<file path="src/rtl/irq_ack_pkg.sv">
package irq_ack_pkg;

  typedef enum logic [2:0] {
    SQ_IDLE,
    SQ_ACK_M1,
    SQ_ACK_IO,
    SQ_RD_LO,
    SQ_WT_LO,
    SQ_RD_HI,
    SQ_WT_HI,
    SQ_CALL
  } seq_state_t;

  typedef enum logic [1:0] {
    MODE_EXEC      = 2'd0,
    MODE_RESTART   = 2'd1,
    MODE_TABLE     = 2'd2,
    MODE_TABLE_ALT = 2'd3
  } resp_mode_t;

endpackage

</file>
<file path="src/rtl/irq_pin_sync.sv">
module irq_pin_sync #(
  parameter int          W       = 1,
  parameter int          STAGES  = 2,
  parameter logic        RST_VAL = 1'b1
) (
  input  logic         clk,
  input  logic         rst_n,
  input  logic [W-1:0] d,
  output logic [W-1:0] q
);

  logic [W-1:0] stg [STAGES];

  always_ff @(posedge clk or negedge rst_n) begin
    if (!rst_n) begin
      for (int s = 0; s < STAGES; s++) stg[s] <= {W{RST_VAL}};
    end else begin
      stg[0] <= d;
      for (int s = 1; s < STAGES; s++) stg[s] <= stg[s-1];
    end
  end

  assign q = stg[STAGES-1];

endmodule

</file>
<file path="src/rtl/irq_ack_seq.sv">
module irq_ack_seq
  import irq_ack_pkg::*;
#(
  parameter int                  VEC_W      = 8,
  parameter logic [2*VEC_W-1:0]  NMI_TARGET = 16'h0066,
  parameter logic [2*VEC_W-1:0]  RST_TARGET = 16'h0038
) (
  input  logic               clk,
  input  logic               rst_n,
  input  logic               int_act,
  input  logic               nmi_pend,
  input  logic               ie,
  input  logic               insn_end,
  input  logic [1:0]         mode,
  input  logic [VEC_W-1:0]   i_reg,
  output logic               take_int,
  output logic               take_nmi,
  output logic               ack_m1,
  output logic               ack_iorq,
  input  logic [VEC_W-1:0]   dbus_data,
  input  logic               dbus_valid,
  output logic               dbus_ready,
  output logic [2*VEC_W-1:0] mem_rd_addr,
  output logic               mem_rd_valid,
  input  logic               mem_rd_ready,
  output logic [2*VEC_W-1:0] call_addr,
  output logic               call_exec,
  output logic [VEC_W-1:0]   call_byte,
  output logic               call_valid,
  input  logic               call_ready
);

  localparam int AW = 2 * VEC_W;

  seq_state_t       st;
  logic [VEC_W-1:0] vec_q;
  logic [VEC_W-1:0] lo_q;
  logic [AW-1:0]    ptr_q;
  logic [AW-1:0]    tgt_q;
  logic             exec_q;
  resp_mode_t       mode_e;
  logic             d_fire;

  assign mode_e   = resp_mode_t'(mode);
  assign take_nmi = (st == SQ_IDLE) && insn_end && nmi_pend;
  assign take_int = (st == SQ_IDLE) && insn_end && !nmi_pend && int_act && ie;
  assign d_fire   = dbus_valid && dbus_ready;

  always_ff @(posedge clk or negedge rst_n) begin
    if (!rst_n) begin
      st     <= SQ_IDLE;
      vec_q  <= '0;
      lo_q   <= '0;
      ptr_q  <= '0;
      tgt_q  <= '0;
      exec_q <= 1'b0;
    end else begin
      unique case (st)
        SQ_IDLE: begin
          if (take_nmi) begin
            tgt_q  <= NMI_TARGET;
            exec_q <= 1'b0;
            st     <= SQ_CALL;
          end else if (take_int) begin
            st <= SQ_ACK_M1;
          end
        end
        SQ_ACK_M1: st <= SQ_ACK_IO;
        SQ_ACK_IO: begin
          if (d_fire) begin
            vec_q <= dbus_data;
            unique case (mode_e)
              MODE_EXEC: begin
                tgt_q  <= '0;
                exec_q <= 1'b1;
                st     <= SQ_CALL;
              end
              MODE_RESTART: begin
                tgt_q  <= RST_TARGET;
                exec_q <= 1'b0;
                st     <= SQ_CALL;
              end
              default: begin
                ptr_q <= {i_reg, dbus_data};
                st    <= SQ_RD_LO;
              end
            endcase
          end
        end
        SQ_RD_LO: if (mem_rd_ready) st <= SQ_WT_LO;
        SQ_WT_LO: begin
          if (d_fire) begin
            lo_q  <= dbus_data;
            ptr_q <= ptr_q + AW'(1);
            st    <= SQ_RD_HI;
          end
        end
        SQ_RD_HI: if (mem_rd_ready) st <= SQ_WT_HI;
        SQ_WT_HI: begin
          if (d_fire) begin
            tgt_q  <= {dbus_data, lo_q};
            exec_q <= 1'b0;
            st     <= SQ_CALL;
          end
        end
        SQ_CALL: if (call_ready) st <= SQ_IDLE;
        default: st <= SQ_IDLE;
      endcase
    end
  end

  assign ack_m1       = (st == SQ_ACK_M1) || (st == SQ_ACK_IO);
  assign ack_iorq     = (st == SQ_ACK_IO);
  assign dbus_ready   = (st == SQ_ACK_IO) || (st == SQ_WT_LO) || (st == SQ_WT_HI);
  assign mem_rd_valid = (st == SQ_RD_LO) || (st == SQ_RD_HI);
  assign mem_rd_addr  = ptr_q;
  assign call_valid   = (st == SQ_CALL);
  assign call_addr    = tgt_q;
  assign call_exec    = exec_q;
  assign call_byte    = vec_q;

  // phase two is always preceded by phase one
  a_r4_iorq_after_m1: assert property (@(posedge clk) disable iff (!rst_n)
    $rose(ack_iorq) |-> $past(ack_m1) && !$past(ack_iorq));
  // phase two never stands alone
  a_r4_iorq_with_m1: assert property (@(posedge clk) disable iff (!rst_n)
    ack_iorq |-> ack_m1);
  // second table read is one above the first
  a_r5_hi_follows_lo: assert property (@(posedge clk) disable iff (!rst_n)
    (mem_rd_valid && $past(st == SQ_WT_LO && d_fire)) |->
      mem_rd_addr == $past(mem_rd_addr) + AW'(1));
  // read request held until accepted
  a_r9_rd_hold: assert property (@(posedge clk) disable iff (!rst_n)
    (mem_rd_valid && !mem_rd_ready) |=> mem_rd_valid && $stable(mem_rd_addr));
  // call request held until accepted
  a_r9_call_hold: assert property (@(posedge clk) disable iff (!rst_n)
    (call_valid && !call_ready) |=> call_valid && $stable(call_addr) &&
      $stable(call_exec) && $stable(call_byte));

endmodule

</file>
<file path="src/rtl/irq_ack_ctrl.sv">
module irq_ack_ctrl
  import irq_ack_pkg::*;
#(
  parameter int                  VEC_W       = 8,
  parameter int                  SYNC_STAGES = 2,
  parameter logic [2*VEC_W-1:0]  NMI_TARGET  = 16'h0066,
  parameter logic [2*VEC_W-1:0]  RST_TARGET  = 16'h0038
) (
  input  logic               clk,
  input  logic               rst_n,
  input  logic               int_n,
  input  logic               nmi_n,
  input  logic               insn_end,
  input  logic               ie_set,
  output logic               ie_o,
  input  logic [1:0]         mode,
  input  logic [VEC_W-1:0]   i_reg,
  output logic               ack_m1,
  output logic               ack_iorq,
  input  logic [VEC_W-1:0]   dbus_data,
  input  logic               dbus_valid,
  output logic               dbus_ready,
  output logic [2*VEC_W-1:0] mem_rd_addr,
  output logic               mem_rd_valid,
  input  logic               mem_rd_ready,
  output logic [2*VEC_W-1:0] call_addr,
  output logic               call_exec,
  output logic [VEC_W-1:0]   call_byte,
  output logic               call_valid,
  input  logic               call_ready
);

  logic [1:0] pins_s;
  logic       int_s_n, nmi_s_n, nmi_prev_n;
  logic       nmi_pend, take_int, take_nmi, ie_q;

  irq_pin_sync #(.W(2), .STAGES(SYNC_STAGES), .RST_VAL(1'b1)) u_sync (
    .clk  (clk),
    .rst_n(rst_n),
    .d    ({nmi_n, int_n}),
    .q    (pins_s)
  );

  assign int_s_n = pins_s[0];
  assign nmi_s_n = pins_s[1];

  // edge latch for the non-maskable request
  always_ff @(posedge clk or negedge rst_n) begin
    if (!rst_n) begin
      nmi_prev_n <= 1'b1;
      nmi_pend   <= 1'b0;
    end else begin
      nmi_prev_n <= nmi_s_n;
      if (nmi_prev_n && !nmi_s_n) nmi_pend <= 1'b1;
      else if (take_nmi)          nmi_pend <= 1'b0;
    end
  end

  // enable flag: acceptance beats a simultaneous set
  always_ff @(posedge clk or negedge rst_n) begin
    if (!rst_n)        ie_q <= 1'b0;
    else if (take_int) ie_q <= 1'b0;
    else if (ie_set)   ie_q <= 1'b1;
  end

  assign ie_o = ie_q;

  irq_ack_seq #(
    .VEC_W     (VEC_W),
    .NMI_TARGET(NMI_TARGET),
    .RST_TARGET(RST_TARGET)
  ) u_seq (
    .clk         (clk),
    .rst_n       (rst_n),
    .int_act     (!int_s_n),
    .nmi_pend    (nmi_pend),
    .ie          (ie_q),
    .insn_end    (insn_end),
    .mode        (mode),
    .i_reg       (i_reg),
    .take_int    (take_int),
    .take_nmi    (take_nmi),
    .ack_m1      (ack_m1),
    .ack_iorq    (ack_iorq),
    .dbus_data   (dbus_data),
    .dbus_valid  (dbus_valid),
    .dbus_ready  (dbus_ready),
    .mem_rd_addr (mem_rd_addr),
    .mem_rd_valid(mem_rd_valid),
    .mem_rd_ready(mem_rd_ready),
    .call_addr   (call_addr),
    .call_exec   (call_exec),
    .call_byte   (call_byte),
    .call_valid  (call_valid),
    .call_ready  (call_ready)
  );

  // the flag is already clear when phase one begins
  a_r3_ie_drops: assert property (@(posedge clk) disable iff (!rst_n)
    $rose(ack_m1) |-> !ie_o);
  // an acknowledge only starts from an enabled flag
  a_r2_needs_ie: assert property (@(posedge clk) disable iff (!rst_n)
    $rose(ack_m1) |-> $past(ie_o));
  // a non-maskable call never follows an acknowledge phase directly
  a_r8_nmi_no_ack: assert property (@(posedge clk) disable iff (!rst_n)
    (call_valid && call_addr == NMI_TARGET && !call_exec && $rose(call_valid)) |->
      (!$past(ack_m1) || mode != 2'd1));

endmodule

</file>
<file path="config.mk">
export PLATFORM = sky130hd
export DESIGN_NAME = irq_ack_ctrl
export DESIGN_NICKNAME = d
export VERILOG_FILES = /design/src/rtl/irq_ack_pkg.sv /design/src/rtl/irq_pin_sync.sv /design/src/rtl/irq_ack_seq.sv /design/src/rtl/irq_ack_ctrl.sv
export SDC_FILE = /design/constraint.sdc
export NUM_CORES = 1
export LEC_CHECK = 0
export ABC_AREA = 1
export BUFFER_PORTS_ARGS = -buffer_cell sky130_fd_sc_hd__buf_2
export CAP_MARGIN = 20
export CORE_ASPECT_RATIO = 0.75
export CORE_MARGIN = 2
export CORE_UTILIZATION = 35
export CTS_BUF_LIST = sky130_fd_sc_hd__clkbuf_4 sky130_fd_sc_hd__clkbuf_8
export DETAILED_ROUTE_END_ITERATION = 10
export HOLD_SLACK_MARGIN = 0.02
export PLACE_DENSITY_LB_ADDON = 0.15
export RECOVER_POWER = 100
export SYNTH_ARGS = -nofsm -noshare
export SYNTH_HDL_FRONTEND = slang
export SYNTH_HIERARCHICAL = 1
export SYNTH_SLANG_ARGS = --single-unit
</file>
<file path="constraint.sdc">
create_clock -name clk -period 2.5 [get_ports clk]
set_clock_uncertainty 0.15 [all_clocks]
set_input_delay 0.125 -clock clk [delete_from_list [all_inputs] [get_ports clk]]
set_output_delay 0.125 -clock clk [all_outputs]
set_load 0.005 [all_outputs]
</file>
==> impl_metrics.env <==
export IMPL_dieArea_sq_mm=0.00946
export IMPL_synth_seq_cells=59
export IMPL_clock_root_buffer="clkbuf_8"
export IMPL_drt_pass1_iterations=4
export IMPL_layout_drive_gt1_share_pct=17.7
export IMPL_clk_pin_slew_worst_paths_ns=0.07
export IMPL_max_clock_path_buffers=2
export IMPL_rows=29
export IMPL_core_area_sq_mm=0.00845
export IMPL_power_mw=4.38
export IMPL_die_height_um=84.8
export IMPL_synth_area_sq_mm=0.00304
export IMPL_fmax_mhz=449
export IMPL_io_buffers=73
export IMPL_synthTopCellsByArea="dfrtp_1, nand2_1, o21ai_1, inv_1, nor2_1"
export IMPL_relSlewSlack_pct=-12.5
export IMPL_overflow=0
export IMPL_num_io_pins=74
export IMPL_synth_area_leader_cell="dfrtp_1"
export IMPL_period_minus_slack_ns=2.23
export IMPL_n_antenna_cell=0
export IMPL_power_leakage_nw=1.97
export IMPL_hold_path_class="in2reg"
export IMPL_antenna_found_initial=0
export IMPL_final_cell_mix="nand2_1, dfrtp_1, buf_2"
export IMPL_gp_congestion=0.823
export IMPL_finalWirelength_um=7770
export IMPL_avgRoutedWirePerCell_um=13.0
export IMPL_grt_pass1_wl_um=13100
export IMPL_grt_start_max_net_pins=35
export IMPL_drtAntennaViolNets=0
export IMPL_arrival_ns=2.31
export IMPL_failed_checks="capacitance limit, slew limit"
export IMPL_maxCapViolations=1
export IMPL_nets=518
export IMPL_routed_via_density=4.62
export IMPL_worstMarginPinSlew_ns=1.69
export IMPL_peakVddDrop_mv=0.440
export IMPL_syn_nets=425
export IMPL_outcome="complete, but fails checks"
export IMPL_setup_viol=0
export IMPL_htreeDepth=3
export IMPL_worstPathRequired_ns=2.58
export IMPL_cts_setup_buffers=0
export IMPL_cts_buffers=9
export IMPL_drv_slew=29
export IMPL_setup_tns_ns=0
export IMPL_period_share_pct=89.1
export IMPL_drt_iter0_drc=244
export IMPL_rsz0062_at_grt="false"
export IMPL_clk_latency_ns=0.34
export IMPL_final_cells=599
export IMPL_first_global_vias=2645
export IMPL_cp_start_kind="flop"
export IMPL_die_w_um=112
export IMPL_cp_max_fo=21
export IMPL_ctsHoldBuffers=21
export IMPL_synth_cells=393
export IMPL_yosys_warnings=6
export IMPL_initial_core_util_pct=36.0
export IMPL_syn_to_final_growth_pct=27.4
export IMPL_timing_final_hold_violations=0
export IMPL_final_common_cell="nand2_1"
export IMPL_p_per_area_mw_per_mm2=1130
export IMPL_cts_tree="built"
export IMPL_cp_end_kind="flop"
export IMPL_critical_path_class="reg2reg"
export IMPL_cts_sinks=59
export IMPL_avgSynthCellArea_sq_um=7.74
export IMPL_place_area_sq_mm=0.00347
export IMPL_cts_resized=0
export IMPL_synth_top_cell_area_share_pct=44.4
export IMPL_dp_cells=562
export IMPL_ys_types=28
export IMPL_vias=2770
export IMPL_grt_usage_pct=17.8
export IMPL_drc=0
export IMPL_final_area_sq_mm=0.00388
export IMPL_ys_seq_area_share_pct=48.7
export IMPL_hpwl_um=5510
[cell usage after synthesis]
library cell / n
nor2_2: 4
nand2_1: 124
buf_6: 4
a21oi_2: 2
o21ai_2: 1
buf_2: 6
clkbuf_1: 1
xnor2_1: 2
o21ai_0: 22
xor2_1: 4
nand3_1: 20
nor2_1: 38
inv_1: 41
nand2_4: 1
inv_2: 3
ha_1: 5
nor2_4: 1
o21ai_4: 1
a21oi_1: 11
nand3_2: 1
o21ai_1: 31
nand4_1: 5
dfrtp_1: 54
or2_1: 1
buf_4: 3
nand2_2: 1
dfstp_2: 5
or2_2: 1
[report_power, final]
group,switching [mW],leakage [nW],internal [mW]
Combinational,1.01,1.12,0.647
Sequential,0.345,0.733,1.33
Clock,0.380,0.122,0.670
Total,1.73,1.97,2.65
[cells by family (layout without fill, tap and decap cells)]
kind of cell             after synthesis  in the layout  share of synthesized area [%]
flip-flops                            59             59                           48.7
buffers and inverters                 58            156                           8.76
adder cells (fa/ha/maj)                5              5                           2.06
AO/OA/AOI/OAI                         68             68                           11.9
AND/OR/NAND/NOR                      197            197                           26.8
XOR/XNOR                               6              6                           1.73
[cell type report]
class                   count  area, sq um
fillers                   896         4580
repair buffers             96          579
inverters                  44          165
clock inverters             3         67.6
flip-flops and latches     59         1480
clock buffers              13          179
well taps                 108          135
multi-input cells         276         1270
[final timing paths]
| check | start | end | slack [ns] | depth (start not counted) |
|---|---|---|---|---|
| min reg2reg | u_sync/stg[3] | u_sync/q[1] | 0.21 | 0 |
| max | u_seq/st[0] | u_seq/mem_rd_addr[6] | 0.27 | 9 |
| min in group asynchronous | rst_n | u_seq/call_addr[2] | 0.61 | 2 |
| max in group asynchronous | rst_n | u_seq/call_addr[10] | 0.61 | 2 |
| max reg2reg | u_seq/st[0] | u_seq/mem_rd_addr[6] | 0.27 | 9 |
| min | mode[0] | u_seq/call_addr[3] | 0.08 | 5 |
[sequential cells by signal, summed over array words and instances, names as in the netlist]
register,flops
u_seq/mem_rd_addr,16
u_sync/stg,2
u_seq/lo_q,8
nmi_pend,1
u_seq/st,3
u_sync/q,2
u_seq/call_exec,1
u_seq/call_addr,16
ie_o,1
nmi_prev_n,1
u_seq/call_byte,8
[metal layers]
| layer | vias to the layer above | GRT usage, % | wire length, um |
|---|---|---|---|
| met5 | - | 0 | 0 |
| met4 | 0 | 6.29 | 62 |
| met3 | 4 | 6.06 | 445 |
| met2 | 70 | 26.6 | 3340 |
| met1 | 1271 | 24.1 | 3930 |
| li1 | 1425 | - | - |
[through the flow]
stage,hold WS [ns],utilization [%],worst slack [ns]
detailed placement,0.0602,41.0,0.328
global route,0.110,45.8,0.0484
finish,0.0827,45.8,0.273
CTS,0.0629,46.4,0.307
global placement,0.0520,41.0,0.403
floorplan,-0.321,-,0.806
[worst max-delay path, cell delays in order, from the launching register on]
cell and delay, ns:
dfrtp_1 0.37, inv_1 0.08, ha_1 0.26, nand2_4 0.19, nor2_1 0.08, o21ai_1 0.43
buf_4 0.34, a21oi_1 0.06, o21ai_0 0.07, nand2_1 0.07
(Power assumes the default switching activity.)
